$ cat src/rtl/paged_window_bridge.sv
module paged_window_bridge #(
  parameter int ADDR_W  = 32,
  parameter int DATA_W  = 32,
  parameter int OFFS_W  = 15,
  parameter int TIMEOUT = 64
) (
  input  logic                clk,
  input  logic                rst_n,
  input  logic                up_stb,
  input  logic                up_we,
  input  logic [OFFS_W:0]     up_adr,
  input  logic [DATA_W-1:0]   up_wdata,
  input  logic [DATA_W/8-1:0] up_sel,
  output logic [DATA_W-1:0]   up_rdata,
  output logic                up_ack,
  output logic                dn_cyc,
  output logic                dn_stb,
  output logic                dn_we,
  output logic [ADDR_W-1:0]   dn_adr,
  output logic [DATA_W-1:0]   dn_wdata,
  output logic [DATA_W/8-1:0] dn_sel,
  input  logic [DATA_W-1:0]   dn_rdata,
  input  logic                dn_ack
);
  localparam int PAGE_W = ADDR_W - OFFS_W;
  localparam int TMR_W  = $clog2(TIMEOUT + 1);
  localparam logic [TMR_W-1:0] TMR_LAST = TMR_W'(TIMEOUT - 1);

  logic [PAGE_W-1:0] page_q;
  logic [TMR_W-1:0]  tmr_q;
  logic              busy_q;

  wire win_hit = up_adr[OFFS_W];
  wire new_req = up_stb && !up_ack && !busy_q;

  assign dn_cyc = busy_q;
  assign dn_stb = busy_q;

  always_ff @(posedge clk) begin
    if (!rst_n) begin
      page_q   <= '0;
      tmr_q    <= '0;
      busy_q   <= 1'b0;
      up_ack   <= 1'b0;
      up_rdata <= '0;
      dn_we    <= 1'b0;
      dn_adr   <= '0;
      dn_wdata <= '0;
      dn_sel   <= '0;
    end else begin
      up_ack <= 1'b0;
      if (busy_q) begin
        if (dn_ack) begin
          busy_q   <= 1'b0;
          up_ack   <= 1'b1;
          up_rdata <= dn_rdata;
        end else if (tmr_q == TMR_LAST) begin
          busy_q   <= 1'b0;
          up_ack   <= 1'b1;
          up_rdata <= '1;
        end else begin
          tmr_q <= tmr_q + 1'b1;
        end
      end else if (new_req) begin
        if (win_hit) begin
          busy_q   <= 1'b1;
          tmr_q    <= '0;
          dn_we    <= up_we;
          dn_adr   <= {page_q, up_adr[OFFS_W-1:0]};
          dn_wdata <= up_wdata;
          dn_sel   <= up_sel;
        end else begin
          up_ack   <= 1'b1;
          up_rdata <= {page_q, {OFFS_W{1'b0}}};
          if (up_we) page_q <= up_wdata[DATA_W-1:OFFS_W];
        end
      end
    end
  end
endmodule

$ cat config.mk
export PLATFORM = sky130hd
export DESIGN_NAME = paged_window_bridge
export DESIGN_NICKNAME = d
export VERILOG_FILES = /design/src/rtl/paged_window_bridge.sv
export SDC_FILE = /design/constraint.sdc
export NUM_CORES = 1
export LEC_CHECK = 0
export ABC_CLOCK_PERIOD_IN_PS = 3800
export BUFFER_PORTS_ARGS = -buffer_cell sky130_fd_sc_hd__buf_2
export CAP_MARGIN = 20
export CORE_MARGIN = 3
export CORE_UTILIZATION = 48
export DETAILED_ROUTE_END_ITERATION = 10
export GPL_TIMING_DRIVEN = 0
export PLACE_DENSITY = 0.85
export SYNTH_ARGS = -nofsm -noshare
export SYNTH_HDL_FRONTEND = slang
export SYNTH_SLANG_ARGS = --single-unit
$ cat constraint.sdc
create_clock -name clk -period 3.8 [get_ports clk]
set_input_delay 0.38 -clock clk [delete_from_list [all_inputs] [get_ports clk]]
set_output_delay 0.38 -clock clk [all_outputs]
set_load 0.005 [all_outputs]
Word-level counts from Yosys, hierarchy flattened
Index checks and enable logic that the tools add are counted.
{"block": "classes", "n_eq_ne": 5, "bitwise_logic": 2, "reduce_logical": 10, "mux": 20, "n_addsub": 1}
{"cell": "32-bit 2-to-1 mux", "count": 5}
{"cell": "7-bit 2-to-1 mux", "count": 5}
{"cell": "1-bit 2-to-1 mux", "count": 10}
{"cell": "4-bit AND reduction", "count": 2}
{"cell": "7-bit by 1-bit adder with 7-bit output, second input constant", "count": 1}
{"cell": "7-bit by 6-bit == test with 1-bit output, second input constant", "count": 1}
{"cell": "3-bit AND reduction", "count": 2}
{"cell": "2-bit inequality test, second input constant", "count": 2}
{"cell": "2-bit nonzero test", "count": 2}
{"cell": "3-bit by 2-bit inequality test with 1-bit output, second input constant", "count": 1}
{"cell": "1-bit logical AND", "count": 2}
{"cell": "1-bit logical NOT", "count": 2}
{"cell": "2-bit by 1-bit inequality test with 1-bit output, second input constant", "count": 1}
{"cell": "1-bit NOT", "count": 2}
{"block": "totals", "register_bits": 127, "wordCells": 47, "inputBits": 89}

Logic depth before layout (Yosys ltp)
{"block": "logic_depth", "depth_word": 5, "mapped_depth": 8}

Worst setup path before layout
OpenSTA, ideal clock, no wires.
{"block": "synth_path", "path_kind": "register to register", "startpoint": "register tmr_q[0]", "endpoint": "register up_rdata[15]", "arrival_ps": 1594, "path_buffers": 3, "setup_slack_ps": 2088, "path_stages_with_launch": 9, "path_cell_list": "dfxtp_1 > ha_1 > and3_1 > buf_2 > a31oi_4 > and2_1 > buf_2 > buf_4 > o21ai_1"}
{"block": "synth_between", "elab_chain_len": 3}
{"item": "from (decl)", "line_no": "30", "rtl": "logic [TMR_W-1:0] tmr_q;"}
{"item": "from (signal assigned)", "line_no": "62", "rtl": "tmr_q <= tmr_q + 1'b1;"}
{"item": "7-bit by 6-bit == test with 1-bit output", "line_no": "57", "rtl": "end else if (tmr_q == TMR_LAST) begin"}
{"item": "3-bit by 2-bit inequality test with 1-bit output (no line)"}
{"item": "3-bit AND reduction (no line)"}
{"item": "to (signal assigned)", "line_no": "56", "rtl": "up_rdata <= dn_rdata;"}
{"item": "to (signal assigned)", "line_no": "74", "rtl": "up_rdata <= {page_q, {OFFS_W{1'b0}}};"}
{"item": "to (decl)", "line_no": "14", "rtl": "output logic [DATA_W-1:0] up_rdata,"}
Every way passes these cells.
A chain may end at the register's enable or synchronous reset.

Final worst setup path
{"block": "layout_path", "startpoint": "register tmr_q[0]", "endpoint": "register up_rdata[18]"}
Same word-level chain as after synthesis.

==> impl_metrics.csv <==
group,metric,value,unit
power_and_ir_drop,p_total,3330,uW
die,die_x,105,um
timing,finalCritPeriodShare,51.9,%
critical_path,cp_data_required_time,4.19,ns
placement,place_inst,868,
timing,tightest_slew,0.602,ns
status,status,"finished, final reports clean",
synth,yosysUniqueCellTypes,35,
global_routing,grt_pass1_vias,4739,
synth,synth_seq_cells,127,
drt,dr_total_vias,4767,
layout,areaGrowthSynthToFinish,36.7,%
drt,drt-initial-drc-count,235,
power_and_ir_drop,p_sw,806,uW
critical_path,path_max_fanout,10,
clock_network,cts_buffers,17,
die,core,9370,um^2
synth,netlist_area,4700,um^2
synth,yosysSeqAreaShare,54.1,%
synth,syn_nets,638,
drt,vias_per_cell,5.30,
power_and_ir_drop,p_seq_share,42.3,%
clock_network,numClockSinks,127,
synth,synthXorXnorAreaFrac,0,%
synth,synth_adder_area_share,0.266,%
drt,ant_nets,0,
power_and_ir_drop,clkPwrFrac,49.4,%
layout,nNetsFinal,848,
global_routing,grt_use_total,25.6,%
timing,fin_ws,1.83,ns
timing,grt_setup_unrepaired,"no",
timing,hold_viol,0,
critical_path,cp-end-kind,"flip-flop",
power_and_ir_drop,pwr-share-comb,8.3,%
timing,fin_hold_ws,0.101,ns
clock_network,cts.hold.buffers_added,0,
drt,drc_errors,0,
critical_path,arrival,2.37,ns
die,ioPinCount,193,
clock_network,clockRootBuffer,"clkbuf_8",
synth,syn_area_per_cell,8.58,um^2
clock_network,clock_latency,0.51,ns
power_and_ir_drop,p_leak,0.00281,uW
power_and_ir_drop,switching_share,24.2,%
placement,place.gp.congestion,0.829,
global_routing,grt_pass1_wl,22900,um
global_routing,grt_overflow_total,0,
global_routing,grt_max_degree,17,
clock_network,cts.path.max_buffers,2,
timing,fin_tns_setup,0,ns
power_and_ir_drop,powerDensity,518,nW/um^2
clock_network,postCtsSetupRepairBufs,0,
synth,syn-instance-count,548,
timing,fin_skew,0.00509,ns
global_routing,antenna_found_initial,0,
die,rows,35,
synth,synth.area.mux_share,0.426,%
clock_network,cts_resized,0,
timing,setup_viol,0,
hold_path,hold_class,"in -> reg",
layout,final_cell_mix,"buf_2, nand2_1, dfxtp_1, a21oi_1, clkbuf_1",
synth,async_flop_share,0,%
drt,drt_wl_total,14000,um
die,fp.dieArea,11000,um^2
layout,final_common_cell,"buf_2",
timing,relSlewSlack,59.9,%
power_and_ir_drop,vdd_ir_drop_max,0.367,mV
synth,synth_simple_gate_area_share,20.7,%
job,drv_cap,0,
synth,synth-compound-area-share,19.8,%
placement,dp_slack,1.85,ns
layout,finalNonFillerCells,900,
critical_path,worstSetupPathType,"reg -> reg",
drt,wire_per_inst,15.6,um
drt,dr.pass1.iters,5,
timing,finalCriticalPeriod,1.97,ns
placement,io_buffers,191,
power_and_ir_drop,p_int,2520,uW
timing,fmax,507,MHz
die,die_y,105,um
timing,finalMaxSlewViolations,0,
synth,synth_top_family_by_area,"simple AND/OR/NAND/NOR gates",
synth,synth-edff-count,0,
clock_network,htreeDepth,4,
clock_network,tritoncts,"done",
layout,diodes,0,
layout,drive_gt1_share,33.3,%
synth,synth_ff_type,"dfxtp_1",
clock_network,clkTransAtPathRegs,0.06,ns
die,start_util,50.2,%
critical_path,cp-start-kind,"flip-flop",
placement,dp_hpwl,10600,um
synth,ys_warn_count,0,
==> routing by layer <==
metal,track usage [%],routed length [um],up-vias
met3,8.71,1300,23
met2,44.2,6760,220
li1,-,-,2327
met5,0,0,-
met4,8.34,252,0
met1,29.9,5730,2197
==> power by group through the flow <==
stage          registers (uW)  clock network, uW  logic [uW]
2_1_floorplan            1440                  0         137
3_5_place_dp             1440                  0         275
6_report                 1410               1640         277
3_3_place_gp             1430                  0         266
4_1_cts                  1410               1660         278
5_1_grt                  1410               1730         309
==> cell families after synthesis <==
logic type	Yosys count
compound gates	145
simple gates	223
flops	127
mux	2
buf+inv	50
fa+ha+maj	1
==> worst max-delay path, stage by stage, from the launching register on <==
cell and delay, ns:
dfxtp_1 0.33, ha_1 0.22, and3_1 0.18, buf_2 0.17
a31oi_4 0.29, and2_1 0.17, buf_2 0.21, buf_4 0.21
o21ai_1 0.09
==> sequential cells by signal (all words and copies together), names as in the netlist <==
name and count:
dn_adr 32, dn_wdata 32, up_rdata 32, page_q 17, tmr_q 7, dn_sel 4, dn_cyc 1, dn_we 1
up_ack 1
==> worst paths after layout <==
kind	start	end	slack, ns	cells past startpoint
hold / removal	up_adr[11]	dn_adr[11]$_SDFFE_PN0P_	0.10	3
setup reg to reg	tmr_q[0]$_SDFFE_PN0P_	up_rdata[18]$_SDFFE_PN0P_	1.83	8
hold reg to reg	dn_wdata[31]$_SDFFE_PN0P_	dn_wdata[31]$_SDFFE_PN0P_	0.45	2
setup / recovery	tmr_q[0]$_SDFFE_PN0P_	up_rdata[18]$_SDFFE_PN0P_	1.83	8
==> layout make-up <==
type,instances,area [um^2]
well taps,129,161
plain buffers,49,221
inverters,1,3.75
repair buffers,191,956
fillers,765,2940
multi-input cells,371,1940
clock buffers,18,428
flip-flops and latches,127,2540
clock inverters,14,180
==> Yosys cell counts (all sizes together) (3+ instances only) <==
library cell    n  share of area (%)
nand3           4               0.43
and2            4               0.53
nand4          17                2.3
a21oi          89                9.5
o221ai         18                3.4
o221a          15                3.6
dfxtp         127                 54
buf            22                2.6
clkbuf         27                2.2
nand2         181                 14
nor2            3               0.24
o21ai          17                1.8
==> through the flow <==
stage          area [um^2]  util (%)
2_1_floorplan         4700         -
3_3_place_gp          5820      62.1
3_5_place_dp          5820      62.1
4_1_cts               6430      68.6
5_1_grt               6430      68.6
6_report              6430      68.6
Note: power is estimated with default switching activity, not from simulation.
